**src/rtl/ilk_pkg.sv**
```systemverilog
package ilk_pkg;

  typedef enum logic [1:0] {
    UC_INT = 2'd0,
    UC_MEM = 2'd1,
    UC_FP  = 2'd2,
    UC_BR  = 2'd3
  } unit_cls_e;

  function automatic logic cls_writes_reg(input logic [1:0] cls);
    return cls != UC_BR;
  endfunction

endpackage

```
**src/rtl/ilk_pend_table.sv**
```systemverilog
module ilk_pend_table #(
  parameter int NREG = 32,
  parameter int CW   = 3,
  localparam int AW  = $clog2(NREG)
) (
  input  logic          clk,
  input  logic          rst_n,
  input  logic          set_en,
  input  logic [AW-1:0] set_idx,
  input  logic [CW-1:0] set_val,
  input  logic [AW-1:0] rd_a,
  input  logic [AW-1:0] rd_b,
  input  logic [AW-1:0] rd_d,
  output logic [CW-1:0] cnt_a,
  output logic [CW-1:0] cnt_b,
  output logic [CW-1:0] cnt_d
);

  logic [CW-1:0] cnt_q [NREG];

  // One countdown per architectural register: loaded on issue, drained to zero.
  for (genvar g = 0; g < NREG; g++) begin : g_ent
    logic          hit;
    logic          en;
    logic [CW-1:0] nxt;

    always_comb begin
      hit = set_en && (set_idx == AW'(g));
      en  = hit || (cnt_q[g] != '0);
      if (hit) nxt = set_val;
      else     nxt = cnt_q[g] - CW'(1);
    end

    always_ff @(posedge clk or negedge rst_n) begin
      if (!rst_n)  cnt_q[g] <= '0;
      else if (en) cnt_q[g] <= nxt;
    end
  end

  assign cnt_a = cnt_q[rd_a];
  assign cnt_b = cnt_q[rd_b];
  assign cnt_d = cnt_q[rd_d];

endmodule

```
**src/rtl/ilk_wb_ring.sv**
```systemverilog
module ilk_wb_ring #(
  parameter int DEPTH = 7,
  localparam int LW   = $clog2(DEPTH)
) (
  input  logic             clk,
  input  logic             rst_n,
  input  logic             book_en,
  input  logic [LW-1:0]    book_lat,
  output logic [DEPTH-1:0] slots
);

  // Bit i set in cycle c: a write-back occupies the port in cycle c+i.
  logic [DEPTH-1:0] slot_q;
  logic [DEPTH-1:0] slot_nxt;
  logic             slot_en;

  for (genvar i = 0; i < DEPTH; i++) begin : g_slot
    logic upper;
    if (i == DEPTH-1) begin : g_top
      assign upper = 1'b0;
    end else begin : g_mid
      assign upper = slot_q[i+1];
    end
    assign slot_nxt[i] = upper | (book_en && (book_lat == LW'(i+1)));
  end

  assign slot_en = book_en || (|slot_q);

  always_ff @(posedge clk or negedge rst_n) begin
    if (!rst_n)       slot_q <= '0;
    else if (slot_en) slot_q <= slot_nxt;
  end

  assign slots = slot_q;

endmodule

```
**src/rtl/ilk_hazard.sv**
```systemverilog
module ilk_hazard #(
  parameter int DEPTH = 7,
  localparam int LW   = $clog2(DEPTH)
) (
  input  logic             valid,
  input  logic             writes,
  input  logic [LW-1:0]    lat,
  input  logic [LW-1:0]    cnt_a,
  input  logic [LW-1:0]    cnt_b,
  input  logic [LW-1:0]    cnt_d,
  input  logic [DEPTH-1:0] slots,
  output logic             raw_o,
  output logic             waw_o,
  output logic             port_o,
  output logic             go_o
);

  always_comb begin
    raw_o  = valid && ((cnt_a != '0) || (cnt_b != '0));
    // Older write lands in cycle c+cnt_d-1, ours in c+lat: ours must be later.
    waw_o  = valid && writes && (cnt_d > lat);
    port_o = valid && writes && slots[lat];
    go_o   = valid && !(raw_o || waw_o || port_o);
  end

endmodule

```
**src/rtl/ilk_issue_gate.sv**
```systemverilog
module ilk_issue_gate #(
  parameter int NREG    = 32,
  parameter int LAT_INT = 1,
  parameter int LAT_MEM = 3,
  parameter int LAT_FP  = 6,
  localparam int AW     = $clog2(NREG),
  localparam int DEPTH  = LAT_FP + 1,
  localparam int LW     = $clog2(DEPTH)
) (
  input  logic          clk,
  input  logic          rst_n,
  input  logic          iss_valid,
  input  logic [1:0]    iss_cls,
  input  logic [AW-1:0] iss_src1,
  input  logic [AW-1:0] iss_src2,
  input  logic [AW-1:0] iss_dst,
  output logic          stall,
  output logic          accept,
  output logic          raw_hit,
  output logic          waw_hit,
  output logic          port_hit
);
  import ilk_pkg::*;

  logic [LW-1:0]    lat;
  logic             writes;
  logic [LW-1:0]    cnt_a, cnt_b, cnt_d;
  logic [DEPTH-1:0] slots;
  logic             go;
  logic             commit_wr;

  always_comb begin
    writes = cls_writes_reg(iss_cls);
    unique case (unit_cls_e'(iss_cls))
      UC_INT:  lat = LW'(LAT_INT);
      UC_MEM:  lat = LW'(LAT_MEM);
      UC_FP:   lat = LW'(LAT_FP);
      default: lat = '0;
    endcase
  end

  ilk_pend_table #(.NREG(NREG), .CW(LW)) u_pend (
    .clk     (clk),
    .rst_n   (rst_n),
    .set_en  (commit_wr),
    .set_idx (iss_dst),
    .set_val (lat),
    .rd_a    (iss_src1),
    .rd_b    (iss_src2),
    .rd_d    (iss_dst),
    .cnt_a   (cnt_a),
    .cnt_b   (cnt_b),
    .cnt_d   (cnt_d)
  );

  ilk_wb_ring #(.DEPTH(DEPTH)) u_ring (
    .clk      (clk),
    .rst_n    (rst_n),
    .book_en  (commit_wr),
    .book_lat (lat),
    .slots    (slots)
  );

  ilk_hazard #(.DEPTH(DEPTH)) u_haz (
    .valid  (iss_valid),
    .writes (writes),
    .lat    (lat),
    .cnt_a  (cnt_a),
    .cnt_b  (cnt_b),
    .cnt_d  (cnt_d),
    .slots  (slots),
    .raw_o  (raw_hit),
    .waw_o  (waw_hit),
    .port_o (port_hit),
    .go_o   (go)
  );

  assign commit_wr = go && writes;
  assign accept    = go;
  assign stall     = iss_valid && !go;

endmodule

```
**config.mk**
```make
export PLATFORM = sky130hd
export DESIGN_NAME = ilk_issue_gate
export DESIGN_NICKNAME = d
export VERILOG_FILES = /design/src/rtl/ilk_pkg.sv /design/src/rtl/ilk_pend_table.sv /design/src/rtl/ilk_wb_ring.sv /design/src/rtl/ilk_hazard.sv /design/src/rtl/ilk_issue_gate.sv
export SDC_FILE = /design/constraint.sdc
export NUM_CORES = 1
export LEC_CHECK = 0
export BUFFER_PORTS_ARGS = -buffer_cell sky130_fd_sc_hd__buf_4
export CELL_PAD_IN_SITES_DETAIL_PLACEMENT = 1
export CELL_PAD_IN_SITES_GLOBAL_PLACEMENT = 2
export CORE_UTILIZATION = 45
export CTS_CLUSTER_DIAMETER = 40
export DETAILED_ROUTE_END_ITERATION = 10
export PLACE_DENSITY_LB_ADDON = 0.15
export SLEW_MARGIN = 20
export SYNTH_ARGS = -nofsm -noshare
export SYNTH_HDL_FRONTEND = slang
export SYNTH_HIERARCHICAL = 1
export SYNTH_SLANG_ARGS = --single-unit
```
**constraint.sdc**
```tcl
create_clock -name clk -period 5.6 [get_ports clk]
set_clock_uncertainty 0.1 [all_clocks]
set_input_delay 0.84 -clock clk [delete_from_list [all_inputs] [get_ports clk]]
set_output_delay 0.84 -clock clk [all_outputs]
set_load 0.01 [all_outputs]
```
==> impl_metrics.tcl <==
set metrics [dict create \
    rows 50 \
    hold_viol_final 0 \
    min_from "u_ring/slots[1]$_DFFE_PN0P_" \
    avgSynthCellArea_um2 12.5 \
    worst_pin_slew_ns 0.946 \
    synth_top_area_cell "dfrtp_1" \
    powerDensity_mw_per_mm2 554 \
    ys_warn_count 6 \
    slew_violations 0 \
    netlist_instances 707 \
    n_antenna_cell 0 \
    async_flop_share_pct 100 \
    post-route-drc-count 0 \
    placed_area_mm2 0.00930 \
    drive_gt1_share_pct 38.7 \
    cap_viol_max_count 0 \
    worstSetupStartpointType "primary input" \
    overflow 0 \
    outcome "finished clean" \
    nFillCells 1958 \
    worstPathMaxFanout 38 \
    relSlewSlack_pct 37.0 \
    cts_max_path_buffers 2 \
    dominantRegCellSynth "dfrtp_1" \
    synth_top_cell_area_share_pct 29.1 \
    cp.arrival_ns 5.32 \
    cts.clk_slew.worst_paths_ns 0.07 \
    synth_edf_count 0 \
    grt_max_degree 69 \
    vias_per_cell 6.11 \
    antenna_found_initial 0 \
    chipHeight_um 142 \
    drtAntennaViolNets 0 \
    area_delta_synth_final_pct 8.64 \
    multi_input_area_mm2 0.00584 \
    numClockSinks 103 \
    start_util_pct 46.6 \
    post-synth-top-count-cell "mux2_2" \
    reg2reg_slack_ns 1.05 \
    seq_area_mm2 0.00258 \
    setup_viol 0 \
    drt_iter0_drc 418 \
    leakagePower_nw 4.25 \
    synthTopCellsByArea "dfrtp_1, mux4_2, mux2_2" \
    vias 6038 \
    ir_drop_uv 231 \
    r2r-start "u_pend/cnt_q[10]$_DFFE_PN0P_" \
    cts_tree "done" \
    gp_congestion 0.824 \
    cts_hold_buf 0 \
    crit_type "in -> reg" \
    dp_hpwl_mm 18.0 \
    worst_ep_required_time_ns 5.75 \
    synthTopCellsByCount "mux2_2, dfrtp_1, mux4_2" \
    synth_nets 798 \
    rsz0062_at_grt "false" \
    core-area_mm2 0.0190 \
    yosysSeqAreaShare_pct 29.1 \
    hold_depth 1 \
    setup_tns_ns 0 \
    cts-resized-gates 0 \
    period_share_pct 92.3 \
    io_buffers 24 \
    cp-end-kind "flop" \
    whs_endpoint "u_ring/slots[0]$_DFFE_PN0P_" \
    io_pins 25 \
    whs_ns 0.373 \
    clock_latency_ns 0.36 \
    routed_wl_mm 24.1 \
    cts_setup_buffers 0 \
    grt_pass1_wl_mm 38.5 \
    root_buffer "clkbuf_16" \
    min_period_ns 5.17 \
    design_area_mm2 0.00963 \
    h-tree-depth 3 \
    grtUsageTotal_pct 25.8 \
    wl_per_cell_um 24.3 \
    synth_area_mm2 0.00886 \
    grt_pass1_vias 6867 \
    firstDrtPassIters 4 \
    synthDistinctLibCells 35 \
    hold_class "reg -> reg" \
    fmax_mhz 193 \
    die_area_mm2 0.0203 \
    synth-seq-cells 103 \
    cts_buffers 9 \
    final_nets 815 \
    die-width_um 142 \
    rr_worst_depth 14 \
    r2r_end "u_pend/cnt_q[11]$_DFFE_PN0P_" \
]
## worst max-delay path: stages
cell and delay [ns]:
buf_4 0.47, mux4_2 0.59, mux4_2 0.50, mux2_2 0.29
ha_1 0.28, nor2b_1 0.14, o21ai_0 0.18, a21oi_1 0.13
nor4b_2 0.31, nor2b_1 0.19, buf_4 0.22, nand4_1 0.18
nor3_1 0.43, buf_4 0.21, mux2_2 0.33
## cell families after synthesis
logic type / synth area share, %
adders and majority gates: 10.0
and+or+nand+nor: 7.51
xor gates and xnor gates: 3.16
AOI/OAI and AO/OA: 0.988
DFF: 29.1
muxes: 44.2
buffers and inverters: 5.00
## how the worst max path moves through the flow
stage | startpoint | cells past startpoint | slack [ns] | endpoint
after detailed placement | iss_dst[1] | 15 | 0.07 | u_pend/cnt_q[11]$_DFFE_PN0P_
final | iss_dst[1] | 15 | 0.43 | u_pend/cnt_q[11]$_DFFE_PN0P_
after global routing | iss_dst[1] | 15 | 0.07 | u_pend/cnt_q[9]$_DFFE_PN0P_
after global placement | iss_dst[1] | 15 | 0.16 | u_pend/cnt_q[9]$_DFFE_PN0P_
after CTS | iss_dst[1] | 15 | 0.38 | u_pend/cnt_q[11]$_DFFE_PN0P_
after floorplan | iss_dst[2] | 14 | 0.24 | u_pend/cnt_q[36]$_DFFE_PN0P_
## where the power goes
group / internal, mW / total [mW] / switching [mW]
Combinational: 1.78 / 3.01 / 1.23
Sequential: 1.13 / 1.62 / 0.482
Clock: 0.405 / 0.703 / 0.298
## flip-flops by register name, indices dropped and copies added (netlist names)
name          flops
u_pend/cnt_q     96
u_ring/slots      7
## layer usage
layer	vias to the layer above	part of all wire, %	track usage (%)
li1	2618	-	-
met3	40	4.1	3.33
met2	134	55	48.9
met4	0	2.6	9.00
met1	3246	39	29.5
met5	-	0	0
## through the flow
stage	setup WS [ns]	total power [mW]	cells	util [%]
floorplan	0.242	3.83	707	-
global placement	0.158	4.35	973	48.9
detailed placement	0.0747	4.63	973	48.9
CTS	0.381	5.37	989	50.6
global route	0.0747	5.71	989	50.6
finish	0.430	5.33	989	50.6
## area by class of cell
type / instances / share of cell area, %
timing repair buffer: 38 / 2.96
clock inverter: 5 / 0.845
tap: 260 / 3.38
sequential: 103 / 26.8
clock buffer: 11 / 2.52
multi-input combinational: 499 / 60.7
inverter: 73 / 2.85
## cell usage in the layout (no fill, tap or decap), types with 2 or more instances in the layout
cell       netlist  final
a41o_1           2      2
inv_1           73     73
or3_1            3      3
mux4_2          91     91
a31o_1           3      3
ha_1            71     71
mux2i_1         36     36
clkbuf_16        0      9
nand2b_1        37     37
dfrtp_1        103    103
nor2_1          43     43
nor2b_1          5      5
nand4b_1         3      3
bufinv_16        0      2
nor4bb_1         3      3
mux2_2         134    134
nand3_1          6      6
buf_4            0     38
xnor2_1         32     32
nor3_1           2      2
nand2_1         15     15
Power figures use the tool's default switching activity.
